--- config.mk ---
export PLATFORM = sky130hd
export DESIGN_NAME = audio_clk_guard
export DESIGN_NICKNAME = d
export VERILOG_FILES = /design/src/rtl/acg_pkg.sv /design/src/rtl/acg_edge_sync.sv /design/src/rtl/acg_frame_meter.sv /design/src/rtl/acg_recover_fsm.sv /design/src/rtl/audio_clk_guard.sv
export SDC_FILE = /design/constraint.sdc
export NUM_CORES = 1
export LEC_CHECK = 0
export BUFFER_PORTS_ARGS = -buffer_cell sky130_fd_sc_hd__buf_4
export CAP_MARGIN = 20
export CORE_MARGIN = 1.5
export CORE_UTILIZATION = 45
export DETAILED_ROUTE_END_ITERATION = 12
export SLEW_MARGIN = 10
export SYNTH_ARGS = -nofsm -noshare
export SYNTH_HDL_FRONTEND = slang
export SYNTH_SLANG_ARGS = --single-unit
--- constraint.sdc ---
create_clock -name clk -period 3.8 [get_ports clk]
set_input_delay 0.57 -clock clk [delete_from_list [all_inputs] [get_ports clk]]
set_output_delay 0.57 -clock clk [all_outputs]
set_load 0.1 [all_outputs]
--- src/rtl/acg_pkg.sv ---
package acg_pkg;

    typedef enum logic [1:0] {
        ST_WAIT = 2'd0,
        ST_LOAD = 2'd1,
        ST_FADE = 2'd2,
        ST_RUN  = 2'd3
    } acg_state_e;

    localparam int unsigned CLK_NUM = 3;
    localparam int unsigned IDX_MCLK = 0;
    localparam int unsigned IDX_BCLK = 1;
    localparam int unsigned IDX_LRCLK = 2;

endpackage

--- src/rtl/acg_edge_sync.sv ---
module acg_edge_sync #(
    parameter int unsigned NUM = 3
) (
    input  logic           clk,
    input  logic           rst_n,
    input  logic [NUM-1:0] raw,
    output logic [NUM-1:0] rise
);
    typedef struct packed {
        logic [NUM-1:0] s1;
        logic [NUM-1:0] s2;
        logic [NUM-1:0] s3;
    } sync_t;

    sync_t sync_d, sync_q;

    always_comb begin
        sync_d    = sync_q;
        sync_d.s1 = raw;
        sync_d.s2 = sync_q.s1;
        sync_d.s3 = sync_q.s2;
    end

    always_ff @(posedge clk or negedge rst_n) begin
        if (!rst_n) sync_q <= '0;
        else        sync_q <= sync_d;
    end

    for (genvar i = 0; i < NUM; i++) begin : g_rise
        assign rise[i] = sync_q.s2[i] & ~sync_q.s3[i];
    end

endmodule

--- src/rtl/acg_frame_meter.sv ---
module acg_frame_meter
    import acg_pkg::*;
#(
    parameter int unsigned BCK_RATIO    = 64,
    parameter int unsigned MCLK_RATIO   = 512,
    parameter int unsigned MISS_TIMEOUT = 4096,
    parameter int unsigned FAMILY_SPLIT = 2175
) (
    input  logic               clk,
    input  logic               rst_n,
    input  logic [CLK_NUM-1:0] rise,
    output logic               tick,
    output logic               ratio_ok,
    output logic               family,
    output logic               missing
);
    localparam int unsigned BW = $clog2(2*BCK_RATIO + 1);
    localparam int unsigned MW = $clog2(2*MCLK_RATIO + 1);
    localparam int unsigned PW = $clog2(2*FAMILY_SPLIT + 1);
    localparam int unsigned TW = $clog2(MISS_TIMEOUT + 1);
    localparam logic [BW-1:0] BMAX = '1;
    localparam logic [MW-1:0] MMAX = '1;
    localparam logic [PW-1:0] PMAX = '1;
    localparam logic [TW-1:0] TLIM = TW'(MISS_TIMEOUT);

    typedef struct packed {
        logic [BW-1:0]              bcnt;
        logic [MW-1:0]              mcnt;
        logic [PW-1:0]              per;
        logic [CLK_NUM-1:0][TW-1:0] tmr;
        logic                       tick;
        logic                       ok;
        logic                       fam;
        logic                       missing;
    } meter_t;

    meter_t m_d, m_q;
    logic [BW-1:0] bsum;
    logic [MW-1:0] msum;
    logic [PW-1:0] psum;

    always_comb begin
        m_d      = m_q;
        m_d.tick = 1'b0;
        bsum = (m_q.bcnt == BMAX) ? BMAX : m_q.bcnt + BW'(rise[IDX_BCLK]);
        msum = (m_q.mcnt == MMAX) ? MMAX : m_q.mcnt + MW'(rise[IDX_MCLK]);
        psum = (m_q.per  == PMAX) ? PMAX : m_q.per + PW'(1);

        m_d.missing = 1'b0;
        for (int i = 0; i < CLK_NUM; i++) begin
            if (rise[i])                m_d.tmr[i] = '0;
            else if (m_q.tmr[i] != TLIM) m_d.tmr[i] = m_q.tmr[i] + TW'(1);
            if (m_d.tmr[i] == TLIM)     m_d.missing = 1'b1;
        end

        if (rise[IDX_LRCLK]) begin
            m_d.tick = 1'b1;
            m_d.ok   = (bsum == BW'(BCK_RATIO)) && (msum == MW'(MCLK_RATIO));
            m_d.fam  = (psum > PW'(FAMILY_SPLIT)) ? 1'b0 : 1'b1;
            m_d.bcnt = '0;
            m_d.mcnt = '0;
            m_d.per  = '0;
        end else begin
            m_d.bcnt = bsum;
            m_d.mcnt = msum;
            m_d.per  = psum;
        end
    end

    always_ff @(posedge clk or negedge rst_n) begin
        if (!rst_n) m_q <= '0;
        else        m_q <= m_d;
    end

    assign tick     = m_q.tick;
    assign ratio_ok = m_q.ok;
    assign family   = m_q.fam;
    assign missing  = m_q.missing;

    // frame boundaries come from synchronised edges, never two in a row
    a_r3_tick_isolated: assert property (@(posedge clk) disable iff (!rst_n)
        m_q.tick |=> !m_q.tick);

    // a clock edge restarts its own quiet-time timer
    a_r2_edge_restarts_timer: assert property (@(posedge clk) disable iff (!rst_n)
        rise[IDX_LRCLK] |=> (m_q.tmr[IDX_LRCLK] == '0));

endmodule

--- src/rtl/acg_recover_fsm.sv ---
module acg_recover_fsm
    import acg_pkg::*;
#(
    parameter int unsigned LOCK_FRAMES = 4,
    parameter int unsigned GAIN_W      = 8,
    parameter int unsigned RAMP_STEPS  = 256
) (
    input  logic            clk,
    input  logic            rst_n,
    input  logic            tick,
    input  logic            ratio_ok,
    input  logic            family,
    input  logic            missing,
    output logic            mute,
    output logic [GAIN_W:0] gain,
    output logic            rate_family,
    output logic            cfg_load,
    output logic            clk_fault
);
    localparam int unsigned LW = $clog2(LOCK_FRAMES + 1);
    localparam logic [GAIN_W:0] FULL = (GAIN_W+1)'(1) << GAIN_W;
    localparam logic [GAIN_W:0] STEP = FULL / (GAIN_W+1)'(RAMP_STEPS);

    typedef struct packed {
        acg_state_e     state;
        logic [LW-1:0]  good;
        logic           last_fam;
        logic           family;
        logic [GAIN_W:0] gain;
    } seq_t;

    seq_t s_d, s_q;
    logic bad_frame;
    logic err;
    logic [LW-1:0] good_nxt;

    always_comb begin
        s_d       = s_q;
        bad_frame = missing | (tick & ~ratio_ok);
        err       = bad_frame;
        if ((s_q.state == ST_FADE) || (s_q.state == ST_RUN))
            err = bad_frame | (tick & ratio_ok & (family != s_q.family));
        good_nxt = s_q.good;

        unique case (s_q.state)
            ST_WAIT: begin
                s_d.gain = '0;
                if (bad_frame) begin
                    s_d.good = '0;
                end else if (tick) begin
                    if ((s_q.good != '0) && (family != s_q.last_fam))
                        good_nxt = LW'(1);
                    else
                        good_nxt = s_q.good + LW'(1);
                    s_d.last_fam = family;
                    if (good_nxt == LW'(LOCK_FRAMES)) begin
                        s_d.state  = ST_LOAD;
                        s_d.family = family;
                        s_d.good   = '0;
                    end else begin
                        s_d.good = good_nxt;
                    end
                end
            end
            ST_LOAD: begin
                s_d.gain  = '0;
                s_d.state = err ? ST_WAIT : ST_FADE;
            end
            ST_FADE: begin
                if (err) begin
                    s_d.state = ST_WAIT;
                    s_d.gain  = '0;
                    s_d.good  = '0;
                end else if (tick) begin
                    s_d.gain = s_q.gain + STEP;
                    if (s_q.gain + STEP == FULL) s_d.state = ST_RUN;
                end
            end
            ST_RUN: begin
                if (err) begin
                    s_d.state = ST_WAIT;
                    s_d.gain  = '0;
                    s_d.good  = '0;
                end
            end
            default: s_d.state = ST_WAIT;
        endcase
    end

    always_ff @(posedge clk or negedge rst_n) begin
        if (!rst_n) begin
            s_q.state    <= ST_WAIT;
            s_q.good     <= '0;
            s_q.last_fam <= 1'b0;
            s_q.family   <= 1'b0;
            s_q.gain     <= '0;
        end else begin
            s_q <= s_d;
        end
    end

    assign mute        = (s_q.state == ST_WAIT) || (s_q.state == ST_LOAD);
    assign gain        = s_q.gain;
    assign rate_family = s_q.family;
    assign cfg_load    = (s_q.state == ST_LOAD);
    assign clk_fault   = (s_q.state == ST_WAIT);

    // any fault mutes in the next cycle with zero gain
    a_r5_hard_mute: assert property (@(posedge clk) disable iff (!rst_n)
        err |=> (mute && (s_q.gain == '0)));

    // the only nonzero gain change is one step upward
    a_r8_step_up: assert property (@(posedge clk) disable iff (!rst_n)
        ((s_q.gain != $past(s_q.gain)) && (s_q.gain != '0)) |-> (s_q.gain == $past(s_q.gain) + STEP));

    // gain stays zero while muted
    a_r8_zero_when_muted: assert property (@(posedge clk) disable iff (!rst_n)
        mute |-> (s_q.gain == '0));

    // reload strobe lasts one cycle and follows the waiting state
    a_r6_load_pulse: assert property (@(posedge clk) disable iff (!rst_n)
        cfg_load |=> !cfg_load);
    a_r6_load_from_wait: assert property (@(posedge clk) disable iff (!rst_n)
        $rose(cfg_load) |-> $past(clk_fault));

endmodule

--- src/rtl/audio_clk_guard.sv ---
module audio_clk_guard
    import acg_pkg::*;
#(
    parameter int unsigned BCK_RATIO    = 64,
    parameter int unsigned MCLK_RATIO   = 512,
    parameter int unsigned MISS_TIMEOUT = 4096,
    parameter int unsigned FAMILY_SPLIT = 2175,
    parameter int unsigned LOCK_FRAMES  = 4,
    parameter int unsigned GAIN_W       = 8,
    parameter int unsigned RAMP_STEPS   = 256
) (
    input  logic            clk,
    input  logic            rst_n,
    input  logic            mclk_in,
    input  logic            bclk_in,
    input  logic            lrclk_in,
    output logic            mute,
    output logic [GAIN_W:0] gain,
    output logic            rate_family,
    output logic            cfg_load,
    output logic            clk_fault
);
    logic [CLK_NUM-1:0] raw_clk;
    logic [CLK_NUM-1:0] clk_rise;
    logic               frm_tick;
    logic               frm_ok;
    logic               frm_fam;
    logic               clk_missing;

    assign raw_clk[IDX_MCLK]  = mclk_in;
    assign raw_clk[IDX_BCLK]  = bclk_in;
    assign raw_clk[IDX_LRCLK] = lrclk_in;

    acg_edge_sync #(.NUM(CLK_NUM)) u_sync (
        .clk   (clk),
        .rst_n (rst_n),
        .raw   (raw_clk),
        .rise  (clk_rise)
    );

    acg_frame_meter #(
        .BCK_RATIO    (BCK_RATIO),
        .MCLK_RATIO   (MCLK_RATIO),
        .MISS_TIMEOUT (MISS_TIMEOUT),
        .FAMILY_SPLIT (FAMILY_SPLIT)
    ) u_meter (
        .clk      (clk),
        .rst_n    (rst_n),
        .rise     (clk_rise),
        .tick     (frm_tick),
        .ratio_ok (frm_ok),
        .family   (frm_fam),
        .missing  (clk_missing)
    );

    acg_recover_fsm #(
        .LOCK_FRAMES (LOCK_FRAMES),
        .GAIN_W      (GAIN_W),
        .RAMP_STEPS  (RAMP_STEPS)
    ) u_seq (
        .clk         (clk),
        .rst_n       (rst_n),
        .tick        (frm_tick),
        .ratio_ok    (frm_ok),
        .family      (frm_fam),
        .missing     (clk_missing),
        .mute        (mute),
        .gain        (gain),
        .rate_family (rate_family),
        .cfg_load    (cfg_load),
        .clk_fault   (clk_fault)
    );

endmodule

==> metrics <==
mapped cell area=5530 µm²; # resized after CTS=0; hpwl dp=7210 µm; # Post-CTS Setup Buffers=0; Worst Path Buf+Inv=0; most frequent cell after synthesis=dfrtp_1; Setup Skew=0.00640 ns; Synth async-reset ratio=100%; GRT Total Usage=17.4%; Die Span X=114 µm; Hold Path Class=input pin to flop; TritonCTS buffer count=9; Tcrit/Tclk final=62.0%; Hold Fails Final Rpt=0; Crit path largest cell delay=0.58 ns; RSZ-0062 raised after global routing=false; H-Tree Depth=3; vias in the first global route=3981; Placement Rows=40; Slew Limit Fails=0; Worst Path Arrival=2.63 ns; Design Area, Final=6000 µm²; MaxCap Viol Count=0; DP Area=5700 µm²; clock latency on the worst-skew pair=0.35 ns; vias=4112; CTS tree=built; full die area=13000 µm²; DRT Wirelength=10300 µm; CP endpoint kind=flop; DRT iter0 DRCs=313; synth top area cells=dfrtp_1, xnor2_1, nor2_1, xor2_1, a21oi_1; number of diodes=0; placer congestion estimate=0.798; final worst slack=1.44 ns; first-pass GRT wire length=18100 µm; Max Fclk=0.424 GHz; setup TNS=0 ns; Remaining DRCs=0; final antenna-violating net count=0; status=finished, final reports clean; worst path required time=4.07 ns; CP max-delay cell=or4_1; layout cells sized above 1=9.00%; CP Launch Type=flop; Mapped Nets=614; crit path kind=flop to flop; Unique masters post-synth=62; worst slew pin tran=0.908 ns; vias per cell=5.50; Mean Syn Cell Area=9.32 µm²; commonest cells in the netlist=dfrtp_1, nor2_1, xnor2_1; clk buf depth=2; yosys warns=0; Core Box Area=12000 µm²; Cells after Synth=594; area leader, netlist=dfrtp_1; PwrDens=417 nW/µm²; area added between synthesis and finish=8.43%; final hold slack=0.327 ns; Main synth FF type=dfrtp_1; Nets=615; top-area cell type share of the netlist area=45.2%; root buffer cell=clkbuf_16; hold_buf cts=0; number of placed I/O pins=18; GRT Residual Overflow=0; cell family with most CP delay=simple AND/OR/NAND/NOR gates; worst-path maximum fanout=6; Cell Chain, Critical Path=ha_1 > and4_1 > and4_1 > mux2i_1 > o2111ai_1 > or4_1 > o211ai_2; fill count=1135; DR pass1 iterations=4; DR WL/cell=13.8 µm; Synth Register Bits=100; number of flops mapped to enable cells by yosys=0; worst slack, placed=1.47 ns; clk sink count=100; # setup viols final=0; post-route minimum period=2.36 ns; Leak Pwr=2.59 nW; maximum vdd drop=0.000234 V; initial antenna violation count=0; Slew Limit Headroom=39.5%; sequential area share after synthesis=45.2%; Most Frequent Cell on Critical Path=and4_1; largest net degree at the start of global routing=73; Port-buffer cells=17; Initial Utilization=46.1%; clock-pin slew on the worst setup and hold paths=0.06 ns; chip height=114 µm
## worst register-to-register path, delay by kind of cell (launching register included)
family / cells / cell delay (ns)
AND/OR/NAND/NOR: 3 / 1.12
flip-flops: 1 / 0.42
adder cells (fa/ha/maj): 1 / 0.28
AO/OA/AOI/OAI: 2 / 0.24
multiplexers: 1 / 0.23
## area by class of cell
type,count,area (µm²),area share (%)
tap,147,184,3.07
clock inverter,6,63.8,1.06
timing repair buffer,22,165,2.75
multi-input combinational,437,2750,45.9
inverter,25,93.8,1.56
sequential,100,2500,41.7
clock buffer,10,239,3.98
## final timing paths
kind,startpoint,end,slack (ns),cells after the start
worst max-delay path,u_meter.m_q[30],u_meter.missing,1.44,7
min in group asynchronous,rst_n,u_meter.m_q[18],0.35,1
max in group asynchronous,rst_n,u_meter.m_q[43],2.69,2
worst min-delay path,mclk_in,u_sync.sync_d[3],0.33,1
worst max register to register,u_meter.m_q[30],u_meter.missing,1.44,7
worst min register to register,u_sync.sync_d[5],u_sync.sync_d[2],0.35,0
## cells by family (layout without fill, tap and decap cells)
kind of cell / count (synthesis) / count (layout) / synth area share (%)
xor gates and xnor gates: 68 / 68 / 10.8
adders and majority gates: 15 / 15 / 3.39
buffers and inverters: 57 / 63 / 5.04
and+or+nand+nor: 257 / 257 / 24.3
muxes: 7 / 7 / 1.31
AOI/OAI and AO/OA: 90 / 90 / 9.95
DFF: 100 / 100 / 45.2
## routing by layer
| metal | GRT usage [%] | up-vias | wire [µm] |
|---|---|---|---|
| met2 | 28.7 | 70 | 4870 |
| li1 | - | 2054 | - |
| met4 | 6.50 | 0 | 163 |
| met5 | 0 | - | 0 |
| met3 | 4.30 | 11 | 346 |
| met1 | 22.1 | 1977 | 4930 |
## report_power, final
group / total, mW / leakage (nW) / switching [mW] / internal (mW)
sequential: 1.26 / 1.35 / 0.114 / 1.14
clock: 0.920 / 0.144 / 0.394 / 0.527
combinational: 0.329 / 1.09 / 0.175 / 0.154
total: 2.50 / 2.59 / 0.682 / 1.82
## through the flow
stage | total power [mW] | util [%] | std cells
floorplan | 1.52 | - | 594
global placement | 1.59 | 47.4 | 731
detailed placement | 1.61 | 47.4 | 731
CTS | 2.54 | 50.0 | 747
global route | 2.64 | 50.0 | 747
finish | 2.50 | 50.0 | 747
## state kept, by name, indices dropped and copies added (netlist names)
name	flops
u_sync.sync_d	6
u_sync.sync_q	3
u_meter.missing	1
u_meter.ratio_ok	1
u_meter.tick	1
u_meter.family	1
u_seq.s_q	6
u_seq.gain	9
u_seq.rate_family	1
u_meter.m_q	71
## placed cells by master (no fill, tap or decap), types with 3 or more instances in the layout
cell type | netlist | routed
a21oi_1 | 38 | 38
a31oi_1 | 10 | 10
and2_1 | 5 | 5
and3_1 | 11 | 11
and4_1 | 6 | 6
buf_4 | 10 | 22
clkbuf_16 | 0 | 9
dfrtp_1 | 100 | 100
ha_1 | 15 | 15
inv_1 | 25 | 25
mux2i_1 | 5 | 5
nand2_1 | 34 | 34
nand2b_1 | 9 | 9
nand3_1 | 33 | 33
nand3b_1 | 4 | 4
nand4_1 | 20 | 20
nor2_1 | 84 | 84
nor2b_1 | 6 | 6
nor3_1 | 12 | 12
nor4_1 | 5 | 5
nor4b_1 | 3 | 3
o21ai_0 | 16 | 16
or2_2 | 4 | 4
or3_1 | 7 | 7
xnor2_1 | 39 | 39
xor2_1 | 29 | 29
Note: power is estimated with default switching activity, not from simulation.
